[config.mk]
export PLATFORM = sky130hd
export DESIGN_NAME = i2c_rdt_target
export DESIGN_NICKNAME = d
export VERILOG_FILES = /design/src/rtl/i2c_rdt_pkg.sv /design/src/rtl/i2c_rdt_line_sync.sv /design/src/rtl/i2c_rdt_crc8.sv /design/src/rtl/i2c_rdt_txsel.sv /design/src/rtl/i2c_rdt_target.sv
export SDC_FILE = /design/constraint.sdc
export NUM_CORES = 1
export LEC_CHECK = 0
export ABC_CLOCK_PERIOD_IN_PS = 3000
export BUFFER_PORTS_ARGS = -buffer_cell sky130_fd_sc_hd__buf_4
export CAP_MARGIN = 5
export CORE_MARGIN = 8
export CORE_UTILIZATION = 55
export DETAILED_ROUTE_END_ITERATION = 8
export PLACE_DENSITY = 0.77
export RECOVER_POWER = 25
export SLEW_MARGIN = 10
export SYNTH_ARGS = -nofsm -noshare
export SYNTH_HDL_FRONTEND = slang
export SYNTH_HIERARCHICAL = 1
export SYNTH_SLANG_ARGS = --single-unit
[constraint.sdc]
create_clock -name clk -period 3 [get_ports clk]
set_input_delay 0.6 -clock clk [delete_from_list [all_inputs] [get_ports clk]]
set_output_delay 0.6 -clock clk [all_outputs]
set_load 0.02 [all_outputs]
[src/rtl/i2c_rdt_pkg.sv]
package i2c_rdt_pkg;

    typedef enum logic [3:0] {
        S_IDLE,
        S_ADDR,
        S_ADDR_END,
        S_ADDR_ACK,
        S_PTR,
        S_PTR_END,
        S_PTR_ACK,
        S_TX,
        S_TX_ACK,
        S_WAIT
    } tgt_state_e;

    // One byte through an MSB-first CRC-8 register.
    function automatic logic [7:0] crc8_step(input logic [7:0] c,
                                             input logic [7:0] d,
                                             input logic [7:0] poly);
        logic [7:0] r;
        logic       fb;
        r = c;
        for (int i = 7; i >= 0; i--) begin
            fb = r[7] ^ d[i];
            r  = {r[6:0], 1'b0};
            if (fb) r = r ^ poly;
        end
        return r;
    endfunction

endpackage

[src/rtl/i2c_rdt_line_sync.sv]
module i2c_rdt_line_sync #(
    parameter int STAGES = 2
) (
    input  logic clk,
    input  logic rst_n,
    input  logic scl_i,
    input  logic sda_i,
    output logic scl_s,
    output logic sda_s,
    output logic scl_rise,
    output logic scl_fall,
    output logic start_det,
    output logic stop_det
);

    for (genvar i = 0; i < STAGES; i++) begin : g_stage
        logic q_scl;
        logic q_sda;
        if (i == 0) begin : g_first
            always_ff @(posedge clk or negedge rst_n) begin
                if (!rst_n) begin
                    q_scl <= 1'b1;
                    q_sda <= 1'b1;
                end else begin
                    q_scl <= scl_i;
                    q_sda <= sda_i;
                end
            end
        end else begin : g_next
            always_ff @(posedge clk or negedge rst_n) begin
                if (!rst_n) begin
                    q_scl <= 1'b1;
                    q_sda <= 1'b1;
                end else begin
                    q_scl <= g_stage[i-1].q_scl;
                    q_sda <= g_stage[i-1].q_sda;
                end
            end
        end
    end

    assign scl_s = g_stage[STAGES-1].q_scl;
    assign sda_s = g_stage[STAGES-1].q_sda;

    logic scl_p;
    logic sda_p;

    always_ff @(posedge clk or negedge rst_n) begin
        if (!rst_n) begin
            scl_p <= 1'b1;
            sda_p <= 1'b1;
        end else begin
            scl_p <= scl_s;
            sda_p <= sda_s;
        end
    end

    assign scl_rise  =  scl_s & ~scl_p;
    assign scl_fall  = ~scl_s &  scl_p;
    assign start_det =  scl_s &  scl_p &  sda_p & ~sda_s;
    assign stop_det  =  scl_s &  scl_p & ~sda_p &  sda_s;

endmodule

[src/rtl/i2c_rdt_crc8.sv]
module i2c_rdt_crc8
    import i2c_rdt_pkg::*;
#(
    parameter logic [7:0] POLY = 8'h07,
    parameter logic [7:0] INIT = 8'hFF
) (
    input  logic       clk,
    input  logic       rst_n,
    input  logic       clear,
    input  logic       update,
    input  logic [7:0] din,
    output logic [7:0] crc
);

    always_ff @(posedge clk or negedge rst_n) begin
        if (!rst_n)      crc <= INIT;
        else if (clear)  crc <= INIT;
        else if (update) crc <= crc8_step(crc, din, POLY);
    end

endmodule

[src/rtl/i2c_rdt_txsel.sv]
module i2c_rdt_txsel #(
    parameter int PTR_W = 7,
    parameter int GROUP = 4
) (
    input  logic             clk,
    input  logic             rst_n,
    input  logic             restart,
    input  logic             crc_on,
    input  logic             ptr_load,
    input  logic [PTR_W-1:0] ptr_val,
    input  logic             advance,
    input  logic [7:0]       rd_data,
    output logic [PTR_W-1:0] rd_addr,
    output logic [7:0]       tx_byte
);

    localparam int GW = $clog2(GROUP + 1);
    localparam logic [GW-1:0] GROUP_END = GW'(GROUP);

    logic [PTR_W-1:0] ptr;
    logic [GW-1:0]    grp;
    logic [7:0]       crc;
    logic             crc_slot;

    assign crc_slot = crc_on && (grp == GROUP_END);
    assign tx_byte  = crc_slot ? crc : rd_data;
    assign rd_addr  = ptr;

    i2c_rdt_crc8 #(.POLY(8'h07), .INIT(8'hFF)) u_crc (
        .clk    (clk),
        .rst_n  (rst_n),
        .clear  (restart | (advance & crc_slot)),
        .update (advance & ~crc_slot),
        .din    (rd_data),
        .crc    (crc)
    );

    always_ff @(posedge clk or negedge rst_n) begin
        if (!rst_n) begin
            ptr <= '0;
            grp <= '0;
        end else begin
            if (restart) begin
                grp <= '0;
            end else if (advance) begin
                if (crc_slot)    grp <= '0;
                else if (crc_on) grp <= grp + 1'b1;
            end
            if (ptr_load)                  ptr <= ptr_val;
            else if (advance && !crc_slot) ptr <= ptr + 1'b1;
        end
    end

    // a register byte advances the pointer by one, wrapping at the top
    a_r6_ptr_step: assert property (@(posedge clk) disable iff (!rst_n)
        (advance && !crc_slot && !ptr_load) |=> (ptr == $past(ptr) + 1'b1));

    // the group counter never passes the group size
    a_r7_group_bound: assert property (@(posedge clk) disable iff (!rst_n)
        grp <= GROUP_END);

    // the checksum byte neither moves the pointer and starts a new group
    a_r7_slot_restarts: assert property (@(posedge clk) disable iff (!rst_n)
        (advance && crc_slot && !restart) |=> (grp == '0 && $stable(ptr)));

endmodule

[src/rtl/i2c_rdt_target.sv]
module i2c_rdt_target
    import i2c_rdt_pkg::*;
#(
    parameter logic [6:0] TGT_ADDR    = 7'h35,
    parameter int         SYNC_STAGES = 2,
    parameter int         CRC_GROUP   = 4
) (
    input  logic       clk,
    input  logic       rst_n,
    input  logic       scl_i,
    input  logic       sda_i,
    output logic       sda_oe,
    input  logic       crc_en,
    output logic [6:0] rd_addr,
    input  logic [7:0] rd_data,
    output logic       conv_pulse
);

    localparam int BYTE_W = 8;
    localparam int PTR_W  = BYTE_W - 1;
    localparam logic [2:0] LAST_BIT = 3'(BYTE_W - 1);

    logic scl_s, sda_s, scl_rise, scl_fall, start_det, stop_det;

    i2c_rdt_line_sync #(.STAGES(SYNC_STAGES)) u_sync (
        .clk       (clk),
        .rst_n     (rst_n),
        .scl_i     (scl_i),
        .sda_i     (sda_i),
        .scl_s     (scl_s),
        .sda_s     (sda_s),
        .scl_rise  (scl_rise),
        .scl_fall  (scl_fall),
        .start_det (start_det),
        .stop_det  (stop_det)
    );

    tgt_state_e      state, state_n;
    logic [2:0]      cnt;
    logic [7:0]      sh;
    logic            is_read;
    logic            crc_on;
    logic            ack_seen;
    logic            bus_ev;
    logic            addr_hit;
    logic            advance;
    logic            ptr_load;
    logic [7:0]      tx_byte;

    assign bus_ev   = start_det | stop_det;
    assign addr_hit = (sh[7:1] == TGT_ADDR);

    i2c_rdt_txsel #(.PTR_W(PTR_W), .GROUP(CRC_GROUP)) u_txsel (
        .clk      (clk),
        .rst_n    (rst_n),
        .restart  (start_det),
        .crc_on   (crc_on),
        .ptr_load (ptr_load),
        .ptr_val  (sh[PTR_W-1:0]),
        .advance  (advance),
        .rd_data  (rd_data),
        .rd_addr  (rd_addr),
        .tx_byte  (tx_byte)
    );

    // Next-state logic
    always_comb begin
        state_n = state;
        if (start_det) begin
            state_n = S_ADDR;
        end else if (stop_det) begin
            state_n = S_IDLE;
        end else begin
            unique case (state)
                S_IDLE:     state_n = S_IDLE;
                S_ADDR:     if (scl_rise && cnt == LAST_BIT) state_n = S_ADDR_END;
                S_ADDR_END: if (scl_fall) state_n = addr_hit ? S_ADDR_ACK : S_WAIT;
                S_ADDR_ACK: if (scl_fall) state_n = is_read ? S_TX : S_PTR;
                S_PTR:      if (scl_rise && cnt == LAST_BIT) state_n = S_PTR_END;
                S_PTR_END:  if (scl_fall) state_n = S_PTR_ACK;
                S_PTR_ACK:  if (scl_fall) state_n = S_WAIT;
                S_TX:       if (scl_fall && cnt == LAST_BIT) state_n = S_TX_ACK;
                S_TX_ACK:   if (scl_fall) state_n = ack_seen ? S_TX : S_WAIT;
                S_WAIT:     state_n = S_WAIT;
                default:    state_n = S_IDLE;
            endcase
        end
    end

    // State register
    always_ff @(posedge clk or negedge rst_n) begin
        if (!rst_n) state <= S_IDLE;
        else        state <= state_n;
    end

    // Datapath: shifter, bit counter, direction, sampled options
    always_ff @(posedge clk or negedge rst_n) begin
        if (!rst_n) begin
            cnt      <= '0;
            sh       <= '0;
            is_read  <= 1'b0;
            crc_on   <= 1'b0;
            ack_seen <= 1'b0;
        end else if (start_det) begin
            cnt    <= '0;
            crc_on <= crc_en;
        end else if (!stop_det) begin
            unique case (state)
                S_ADDR, S_PTR: begin
                    if (scl_rise) begin
                        sh  <= {sh[6:0], sda_s};
                        cnt <= cnt + 1'b1;
                    end
                end
                S_ADDR_END: begin
                    if (scl_fall && addr_hit) is_read <= sh[0];
                end
                S_ADDR_ACK: begin
                    if (scl_fall) begin
                        cnt <= '0;
                        if (is_read) sh <= tx_byte;
                    end
                end
                S_TX: begin
                    if (scl_fall) begin
                        sh  <= {sh[6:0], 1'b0};
                        cnt <= cnt + 1'b1;
                    end
                end
                S_TX_ACK: begin
                    if (scl_rise) ack_seen <= ~sda_s;
                    if (scl_fall && ack_seen) begin
                        sh  <= tx_byte;
                        cnt <= '0;
                    end
                end
                default: ;
            endcase
        end
    end

    // Outputs and strobes
    always_comb begin
        sda_oe   = 1'b0;
        advance  = 1'b0;
        ptr_load = 1'b0;
        unique case (state)
            S_ADDR_ACK: begin
                sda_oe  = 1'b1;
                advance = scl_fall && is_read && !bus_ev;
            end
            S_PTR_ACK: begin
                sda_oe   = 1'b1;
                ptr_load = scl_fall && !bus_ev;
            end
            S_TX:     sda_oe  = ~sh[7];
            S_TX_ACK: advance = scl_fall && ack_seen && !bus_ev;
            default: ;
        endcase
    end

    always_ff @(posedge clk or negedge rst_n) begin
        if (!rst_n) conv_pulse <= 1'b0;
        else        conv_pulse <= ptr_load && sh[7];
    end

    // the conversion request lasts one clock
    a_r5_single_pulse: assert property (@(posedge clk) disable iff (!rst_n)
        conv_pulse |=> !conv_pulse);

    // SDA drive does not move while SCL is high
    a_r10_quiet_high: assert property (@(posedge clk) disable iff (!rst_n)
        (scl_s && $past(scl_s)) |-> $stable(sda_oe));

    // a NACK releases SDA and parks the controller
    a_r9_nack_release: assert property (@(posedge clk) disable iff (!rst_n)
        (state == S_TX_ACK && scl_fall && !ack_seen && !bus_ev)
            |=> (!sda_oe && state == S_WAIT));

    // a foreign address never leads to an acknowledge
    a_r3_no_foreign_ack: assert property (@(posedge clk) disable iff (!rst_n)
        (state == S_ADDR_END && scl_fall && !addr_hit && !bus_ev)
            |=> (state == S_WAIT && !sda_oe));

endmodule

==> impl_metrics.json, run 1 <==
{
  "worst_slew_pin_slew_ns": 2.25,
  "layout.nets": 338,
  "startpoint_type": "flip-flop",
  "maxCapViolCount": 1,
  "track_usage": 0.165,
  "post-place-cells": 383,
  "rsz0062_at_grt": "no",
  "cts_resized": 0,
  "slew_headroom": -0.497,
  "grt_pass1_vias": 2147,
  "yosysSeqAreaShare": 0.368,
  "clk_latency_ns": 0.30,
  "synth-xor-area-share": 0.0984,
  "die_y_um": 89.5,
  "ys_types": 67,
  "min_from": "u_sync/g_stage[0].q_scl",
  "power_density_mw_per_mm2": 716,
  "synth_nets": 314,
  "worstHoldPathType": "flip-flop to flip-flop",
  "postCtsSetupBuffers": 0,
  "whs_path_depth": 0,
  "rr_startpoint": "u_sync/sda_p",
  "routedWlPerCell_um": 15.6,
  "path_class": "flip-flop to flip-flop",
  "dp_hpwl_mm": 4.45,
  "die_w_um": 89.5,
  "status": "finished, violations left",
  "die-area_mm2": 0.00802,
  "antenna_left": 0,
  "htree_num_levels": 2,
  "core_area_mm2": 0.00517,
  "finalNonFillerCells": 391,
  "insertedDiodeCount": 0,
  "fin_crit_sh": 0.928,
  "setup_viol": 0,
  "drt_iter0_markers": 148,
  "synth-main-ff-cell": "dfrtp_1",
  "rows": 26,
  "routabilityCongestion": 0.933,
  "synth-async-reset-ratio": 1.00,
  "maxSlewViolCount": 44,
  "drt_wl_total_mm": 6.08,
  "cts_root_buffer": "clkbuf_8",
  "setup_tns_ns": 0,
  "hold_violations": 0,
  "min_period_ns": 2.78,
  "clkTransAtPathRegs_ns": 0.08,
  "drive_gt1_frac": 0.234,
  "crit_fanout": 10,
  "vdd.ir_drop.worst_v": 0.000360,
  "synthCells": 296,
  "grt_pass1_wl_mm": 10.3,
  "p_leak_uw": 0.00146,
  "first_pass_iters": 6,
  "fillCellCount": 420,
  "vias_per_cell": 5.85,
  "synth_fa_ha_area_frac": 0.0210,
  "io-pin-count": 22,
  "crit_arrival_ns": 3.00,
  "yosys_warnings": 6,
  "cts_max_path_buffers": 2,
  "ys_ff_latch": 43,
  "synth.avg_cell_area_um2": 10.0,
  "syn_area_mm2": 0.00297,
  "rr_endpoint": "u_txsel/u_crc/crc[6]",
  "synthSimpleGateAreaFrac": 0.230,
  "vias": 2289,
  "synth.area.mux_share": 0.102,
  "grt_max_degree": 44,
  "antenna_found_initial": 0,
  "holdBufCountCts": 0,
  "synth_top_family_by_area": "simple AND/OR/NAND/NOR gates",
  "initial_utilization": 0.575,
  "violations": "max-capacitance violations, max-slew violations",
  "cts_tree": "yes",
  "skew_ns": 0.00806,
  "synth_edf_count": 0,
  "cts_buffers": 5,
  "synth_compound_gate_area_share": 0.134,
  "gr-total-overflow": 0,
  "critPathCaptureType": "flip-flop",
  "syn2layout_area_growth_pct": 11.1,
  "hold_path_end": "u_sync/scl_s",
  "rr_worst_depth": 8,
  "ff2ff_setup_slack_ns": 0.22,
  "drcViolationCount": 0,
  "clkSinkCount": 43,
  "cp_data_required_time_ns": 3.22,
  "max_freq_mhz": 359,
  "port_buffers": 21
}
flip-flops by register name (all words and copies together) (netlist names), 3 cells and up:
register and flops:
cnt 3, sh 8, state 4, u_txsel/grp 3, u_txsel/rd_addr 7, u_txsel/u_crc/crc 8
critical path, cell delays in order (launching register included):
cell      delay [ns]
dfstp_2         0.53
and4b_1         0.25
or2_2           0.36
nor4b_1         0.43
inv_1           0.14
nor2_1          0.17
clkinv_1        0.26
o21ai_0         0.21
or3b_1          0.36
how the worst max path moves through the flow:
stage	slack [ns]	start	to
global placement	0.26	u_sync/sda_p	u_txsel/u_crc/crc[1]
CTS	0.19	u_sync/sda_p	u_txsel/u_crc/crc[1]
detailed placement	0.21	u_sync/sda_p	u_txsel/u_crc/crc[1]
finish	0.22	u_sync/sda_p	u_txsel/u_crc/crc[6]
global route	0.005	u_sync/sda_p	u_txsel/u_crc/crc[5]
floorplan	0.12	state[1]	u_txsel/u_crc/crc[1]
cells in the final DEF (no fill, tap or decap), drive strengths merged, types with 3 or more instances in the layout:
cell and n:
mux2i 6, a211o 5, dfrtp 29, dfstp 14, nand4 4, nand3 6
nor2b 7, buf 28, or3b 9, nand2 40, nand4b 3, and3 3
xnor3 4, o22ai 3, inv 9, clkbuf 9, nor3 6, o21ai 13
xor2 4, and4b 3, mux2 19, ha 5, nand2b 6, nor2 16
a21oi 10, xnor2 13, or4 3, a31oi 5
metrics by stage:
step	worst slack [ns]	utilization	total power [µW]	hold slack, ns	cell area [µm²]
after floorplan	0.118	-	1680	0.304	2970
after global placement	0.256	0.618	1910	0.346	3200
after detailed placement	0.207	0.618	1930	0.347	3200
after CTS	0.190	0.639	2380	0.294	3310
after global routing	0.00496	0.639	2520	0.370	3300
final	0.217	0.639	2370	0.362	3300
synth_stat cells (3+ instances only):
cell,count,area share
buf_6,4,0.015
nor2_1,15,0.019
dfrtp_1,29,0.24
o22ai_1,3,0.0063
a31oi_1,5,0.011
xnor2_2,4,0.022
nor3_1,6,0.010
nand2b_1,6,0.013
nand4_1,4,0.0084
mux2_2,5,0.019
a21oi_1,10,0.017
xor2_1,4,0.012
or4_1,3,0.0076
dfstp_2,14,0.12
or3b_1,7,0.021
inv_1,9,0.011
nor2b_1,7,0.015
o21ai_0,10,0.017
mux2_1,6,0.023
buf_2,5,0.0084
o21ai_1,3,0.0050
xnor2_1,9,0.027
mux2i_1,6,0.020
xnor3_1,4,0.030
nand2_1,40,0.050
and4b_1,3,0.010
nand3_1,6,0.010
a211o_1,5,0.015
ha_1,5,0.021
mux2_4,8,0.040
kinds of logic (layout without fill, tap and decap cells):
| kind of cell | count (synthesis) | in the layout |
|---|---|---|
| AO/OA/AOI/OAI | 56 | 56 |
| XOR/XNOR | 22 | 22 |
| adder cells (fa/ha/maj) | 5 | 5 |
| buffers and inverters | 25 | 50 |
| flip-flops | 43 | 43 |
| multiplexers | 25 | 25 |
| AND/OR/NAND/NOR | 120 | 120 |
per-layer routing:
metal  wire length [µm]  global-route usage
met1               2940               0.222
met2               2870               0.264
met3                210              0.0322
met4                 65              0.0453
met5                  0                   0
power breakdown:
group	internal, µW	switching [µW]	leakage (µW)
registers	727	149	0.000524
logic	525	514	0.000883
clock network	248	202	0.0000514
layout make-up:
class | instances | area (µm²) | share of cell area
clock inverter | 2 | 37.5 | 0.0114
sequential | 43 | 1090 | 0.331
clock buffer | 6 | 72.6 | 0.0220
timing repair buffer | 31 | 229 | 0.0693
inverter | 11 | 41.3 | 0.0125
multi-input combinational | 228 | 1740 | 0.527
tap | 70 | 87.6 | 0.0265
Power figures use the tool's default switching activity.
==> run 2: changes to the inputs <==
ABC_AREA = 1   (was not set)
PLACE_DENSITY = 0.76   (was 0.77)
==> run 2 against run 1 <==
The flow still finishes with violations (max-capacitance violations, max-slew violations). Clock-buffer cell count unchanged. Area after synthesis up 8.0%. Setup slack better by 0.22 ns. Die area up 6.5%. Clock power down 12%. Cell area increased by 7.9%. Global-route usage grew 1.2 points. Via count is 25% higher. Sequential share of layout area decreased by 2.4 points. Combinational power down 24%. Utilization fell by 2.2 points. Critical path type unchanged. Critical endpoint is now u_txsel/u_crc/crc[7]. Largest power group is now sequential cells.
==> impl_metrics.json, run 2 <==
{
  "status": "finished, violations left",
  "violations": "max-capacitance violations, max-slew violations",
  "cts_tree": "yes",
  "synth_top_area_share": 0.226,
  "synth-main-ff-cell": "dfrtp_1",
  "clk_latency_ns": 0.30,
  "drt_wl_total_mm": 7.07,
  "max_freq_mhz": 391,
  "worstHoldPathType": "flip-flop to flip-flop",
  "hold_violations": 0,
  "layout.nets": 500,
  "die_y_um": 92.4,
  "power_density_mw_per_mm2": 578,
  "netSwitchingPower_uw": 809,
  "grt_max_degree": 44,
  "worst_slew_pin_slew_ns": 2.31,
  "clkTransAtPathRegs_ns": 0.09,
  "antenna_left": 0,
  "synth_nets": 472,
  "clkSinkCount": 43,
  "p_leak_uw": 0.00193,
  "fin_worst_hold_slack_ns": 0.365,
  "synth-xor-area-share": 0.0452,
  "path_class": "flip-flop to flip-flop",
  "final_common_cell": "nand2_1",
  "synth_fa_ha_area_frac": 0.0195,
  "cts_max_path_buffers": 2,
  "holdBufCountCts": 0,
  "combPwrFrac": 0.385,
  "slew_headroom": -0.542,
  "vdd.ir_drop.worst_v": 0.000378,
  "ys_types": 40,
  "setup_tns_ns": 0,
  "gr-total-overflow": 0,
  "syn_area_mm2": 0.00321,
  "maxSlewViolCount": 44,
  "rr_worst_depth": 12,
  "setup_viol": 0,
  "cp_data_required_time_ns": 3.24,
  "drt_iter0_markers": 144,
  "rsz0062_at_grt": "no",
  "p_int_uw": 1250,
  "yosys_warnings": 6,
  "initial_utilization": 0.556,
  "slowest_delay_ns": 0.46,
  "yosysSeqAreaShare": 0.340,
  "synth_compound_gate_area_share": 0.0647,
  "final_area_mm2": 0.00356,
  "grt_pass1_vias": 2855,
  "synth.avg_cell_area_um2": 7.07,
  "vias_per_cell": 5.13,
  "p_clk_frac": 0.193,
  "io-pin-count": 22,
  "first_pass_iters": 6,
  "netlist_top_cells_count": "nand2_1 (151), inv_1 (52), nand3_1 (47)",
  "crit_arrival_ns": 2.80,
  "routabilityCongestion": 0.921,
  "rows": 28,
  "cpMaxStageDelayCell": "dfrtp_1",
  "ys_ff_latch": 43,
  "yosys-top-cells-area": "dfrtp_1 (23%), nand2_1 (18%), dfstp_2 (11%)",
  "vias": 2863,
  "fin_crit_sh": 0.853,
  "antenna_found_initial": 0,
  "skew_ns": 0.0136,
  "cp_common_cell": "nor2_2",
  "synth_top_family_by_area": "simple AND/OR/NAND/NOR gates",
  "syn2layout_area_growth_pct": 11.0,
  "synth_largest_area_cell": "dfrtp_1",
  "maxCapViolCount": 1,
  "crit_fanout": 14,
  "port_buffers": 21,
  "core_area_mm2": 0.00578,
  "die-area_mm2": 0.00854,
  "final_cell_mix": "nand2_1 (151), inv_1 (52), nand3_1 (47), nor2_1 (32), dfrtp_1 (29)",
  "track_usage": 0.177,
  "die_w_um": 92.4,
  "synth.area.mux_share": 0.0280,
  "cts_buffers": 5,
  "seqPwrFrac": 0.422,
  "dpl-instance-area_mm2": 0.00347,
  "drcViolationCount": 0,
  "crit_chain": "nor2_2 -> nand2_2 -> inv_1 -> a21oi_1 -> nor3b_1 -> nand2_1 -> o21ai_1 -> nor2_2 -> nor2_2 -> o21ai_0 -> o22ai_1 -> inv_1",
  "grt_pass1_wl_mm": 12.7,
  "cts_root_buffer": "clkbuf_8",
  "post-synth-top-count-cell": "nand2_1",
  "synth-async-reset-ratio": 1.00,
  "utilization": 0.617,
  "synthSimpleGateAreaFrac": 0.416,
  "synth_edf_count": 0,
  "startpoint_type": "flip-flop",
  "synthCells": 454,
  "min_period_ns": 2.56,
  "sw_frac_of_total": 0.393,
  "routedWlPerCell_um": 12.7,
  "htree_num_levels": 2,
  "critPathCaptureType": "flip-flop",
  "whs_path_depth": 0,
  "insertedDiodeCount": 0,
  "drive_gt1_frac": 0.224,
  "total_power_uw": 2060,
  "dp_hpwl_mm": 5.40
}
-- run 2: per-layer routing --
metal  up-vias  wire (µm)  GRT usage
met5         -          0          0
met4         0        116     0.0564
met3        14        350     0.0364
met2        68       3480      0.302
met1      1295       3120      0.219
li1       1486          -          -
-- run 2: power by group through the flow --
| stage | combinational [µW] | clock [µW] | sequential (µW) |
|---|---|---|---|
| CTS | 796 | 409 | 871 |
| global route | 904 | 427 | 891 |
| global placement | 778 | 0 | 879 |
| finish | 794 | 397 | 869 |
| floorplan | 644 | 0 | 846 |
| detailed placement | 790 | 0 | 879 |
-- run 2: worst paths after layout --
| check | start | to | slack (ns) |
|---|---|---|---|
| worst min-delay path | u_sync/g_stage[0].q_scl | u_sync/scl_s | 0.36 |
| min in group asynchronous | rst_n | u_txsel/rd_addr[5] | 0.98 |
| worst min register to register | u_sync/g_stage[0].q_scl | u_sync/scl_s | 0.36 |
| worst max register to register | state[1] | u_txsel/u_crc/crc[7] | 0.44 |
| worst max-delay path | state[1] | u_txsel/u_crc/crc[7] | 0.44 |
| max in group asynchronous | rst_n | state[3] | 0.68 |
-- run 2: critical path: cells and delay by family, from the launching register on --
family | cells | cell delay (ns)
buf+inv | 2 | 0.19
simple gates | 6 | 1.23
compound gates | 4 | 0.61
flops | 1 | 0.46
-- run 2: cells by family (layout without fill, tap and decap cells) --
| group | Yosys count | after routing |
|---|---|---|
| AO/OA/AOI/OAI | 36 | 36 |
| XOR/XNOR | 14 | 14 |
| adder cells (fa/ha/maj) | 5 | 5 |
| buffers and inverters | 68 | 97 |
| flip-flops | 43 | 43 |
| multiplexers | 8 | 8 |
| AND/OR/NAND/NOR | 280 | 280 |
-- run 2: area by class of cell --
| class | instances | area, µm² |
|---|---|---|
| multi-input cells | 343 | 1840 |
| well taps | 75 | 93.8 |
| repair buffers | 27 | 199 |
| inverters | 62 | 235 |
| fillers | 524 | 2220 |
| flip-flops and latches | 43 | 1090 |
| clock inverters | 2 | 16.3 |
| clock buffers | 6 | 82.6 |
-- run 2: what timing repair did --
item / 4_1_cts / 5_1_grt
gates resized for setup: 0 / 2
buffers inserted: 0 / 0
endpoints found under the setup margin: 0 / 4
-- run 2: stage by stage --
| step | std cells | setup slack, ns |
|---|---|---|
| after detailed placement | 550 | 0.246 |
| after global routing | 558 | 0.101 |
| final | 558 | 0.440 |
| after CTS | 558 | 0.231 |
| after global placement | 550 | 0.362 |
| after floorplan | 454 | 0.281 |
==> run 3: changes to the inputs <==
ABC_CLOCK_PERIOD_IN_PS = 2800   (was 3000)
BUFFER_PORTS_ARGS = -buffer_cell sky130_fd_sc_hd__buf_2   (was -buffer_cell sky130_fd_sc_hd__buf_4)
CORE_UTILIZATION = 61   (was 55)
PLACE_DENSITY = 0.8   (was 0.76)
clock period = 2.8 ns   (was 3 ns; I/O delays follow)
==> run 3 against run 2 <==
The run still ends with max-capacitance violations, max-slew violations left. Cell area shrank 0.21%. Clock power is 45% higher. Fmax increased by 7.5%. Sequential share of layout area increased by 0.065 points. Hold slack lost 0.0069 ns. Largest cell class unchanged. Highest routed layer unchanged.
==> impl_metrics.json, run 3 (synthesis gave the netlist of run 2 again) <==
{
  "vdd.ir_drop.worst_v": 0.000403,
  "critPathCaptureType": "flip-flop",
  "clkSinkCount": 43,
  "crit_arrival_ns": 2.62,
  "first_pass_iters": 4,
  "setup_viol": 0,
  "cpMaxStageDelayCell": "dfstp_2",
  "ff2ff_setup_slack_ns": 0.42,
  "drt_iter0_markers": 118,
  "initial_utilization": 0.629,
  "skew_ns": 0.00875,
  "regArea_mm2": 0.00109,
  "wl_met1_mm": 3.12,
  "cts_resized": 0,
  "clk_latency_ns": 0.30,
  "postCtsSetupBuffers": 0,
  "worst_slew_pin_slew_ns": 2.31,
  "utilization": 0.696,
  "drt_wl_total_mm": 7.04,
  "grt_pass1_vias": 2924,
  "final_cell_mix": "nand2_1 (151), inv_1 (52), nand3_1 (47), nor2_1 (32), dfrtp_1 (29)",
  "gr-total-overflow": 0,
  "syn2layout_area_growth_pct": 10.8,
  "crit_fanout": 7,
  "min_period_ns": 2.38,
  "max_freq_mhz": 420,
  "final_common_cell": "nand2_1",
  "slowest_delay_ns": 0.54,
  "dpl_worst_slack_ns": 0.229,
  "htree_num_levels": 2,
  "drcViolationCount": 0,
  "path_class": "flip-flop to flip-flop",
  "violations": "max-capacitance violations, max-slew violations",
  "layout.nets": 502,
  "startpoint_type": "flip-flop",
  "cts_tree": "yes",
  "slew_headroom": -0.540,
  "rsz0062_at_grt": "no",
  "die_w_um": 88.6,
  "crit_family": "simple AND/OR/NAND/NOR gates",
  "routedWlPerCell_um": 12.7,
  "maxCapViolCount": 1,
  "wl_met3_um": 240,
  "grt_max_degree": 44,
  "multi_input_area_mm2": 0.00184,
  "cts_max_path_buffers": 2,
  "cp_data_required_time_ns": 3.04,
  "vias": 2888,
  "dp_hpwl_mm": 5.36,
  "antenna_left": 0,
  "maxSlewViolCount": 44,
  "worstHoldPathType": "input port to flip-flop",
  "holdBufCountCts": 0,
  "die-area_mm2": 0.00784,
  "setup_slack_ns": 0.419,
  "routabilityCongestion": 0.880,
  "clkTransAtPathRegs_ns": 0.09,
  "port_buffers": 21,
  "power_density_mw_per_mm2": 661,
  "crit_chain": "inv_1 -> nor2_1 -> nand2_1 -> inv_1 -> o21ai_2 -> nor3b_1 -> nand2_1 -> o21ai_1 -> nor2_2 -> nor2_2 -> o21ai_0 -> o22ai_1 -> inv_1",
  "cts_buffers": 5,
  "dr_wl_met2_mm": 3.60,
  "topRoutingLayerUsed": "met4",
  "status": "finished, violations left",
  "grt_pass1_wl_mm": 12.3,
  "drive_gt1_frac": 0.225,
  "fin_crit_sh": 0.850,
  "p_leak_uw": 0.00194,
  "io-pin-count": 22,
  "insertedDiodeCount": 0,
  "track_usage": 0.195,
  "fillCellCount": 460,
  "vias_per_cell": 5.20,
  "cts_root_buffer": "clkbuf_8",
  "core_area_mm2": 0.00511,
  "rows": 26,
  "cp_num_buf_inv": 3,
  "hold_violations": 0,
  "setup_tns_ns": 0,
  "die_y_um": 88.6,
  "cp_common_cell": "inv_1",
  "antenna_found_initial": 0
}
[run 3: cell count changes in the layout (fill, tap and decap cells not counted), sizes merged]
| cell | previous run | this run |
|---|---|---|
| clkinvlp | 1 | 0 |
| clkinv | 1 | 0 |
| clkbuf | 9 | 7 |
| bufinv | 0 | 2 |
| buf | 24 | 28 |
[run 3: power breakdown]
part	switching (µW)	total (µW)	internal [µW]	leakage, µW
sequential	135	927	792	0.000528
clock	219	576	357	0.0000654
combinational	506	847	340	0.00135
total	861	2350	1490	0.00194
[run 3: per-layer routing]
metal,vias to the layer above,track usage
met5,-,0
met4,0,0.0507
met3,10,0.0334
met2,40,0.361
met1,1353,0.224
li1,1485,-
[run 3: path summary, 6_finish.rpt]
check,startpoint,to,depth (start not counted)
worst max-delay path,u_sync/scl_p,u_txsel/u_crc/crc[7],13
worst min-delay path,sda_i,u_sync/g_stage[0].q_sda,1
worst max register to register,u_sync/scl_p,u_txsel/u_crc/crc[7],13
worst min register to register,u_sync/g_stage[0].q_sda,u_sync/sda_s,0
max in group asynchronous,rst_n,cnt[1],1
min in group asynchronous,rst_n,sh[0],1
[run 3: cell type report]
cell class,instances,share of cell area
inverter,62,0.0661
clock inverter,2,0.0169
multi-input combinational,343,0.518
timing repair buffer,29,0.0461
sequential,43,0.307
tap,70,0.0246
clock buffer,6,0.0204
[run 3: per-stage QoR]
stage               hold slack (ns)  total power [µW]  std cells  area [µm²]
CTS                           0.351              2360        555        3560
detailed placement            0.348              1770        547        3420
global placement              0.346              1740        547        3420
floorplan                     0.264              1600        454        3210
global route                  0.341              2510        555        3560
finish                        0.358              2350        555        3560
[run 3: worst register-to-register path: stages (launching register included)]
cell and delay, ns:
dfstp_2 0.54, inv_1 0.04, nor2_1 0.12, nand2_1 0.06, inv_1 0.11, o21ai_2 0.10, nor3b_1 0.27, nand2_1 0.13
o21ai_1 0.28, nor2_2 0.11, nor2_2 0.24, o21ai_0 0.14, o22ai_1 0.12, inv_1 0.06
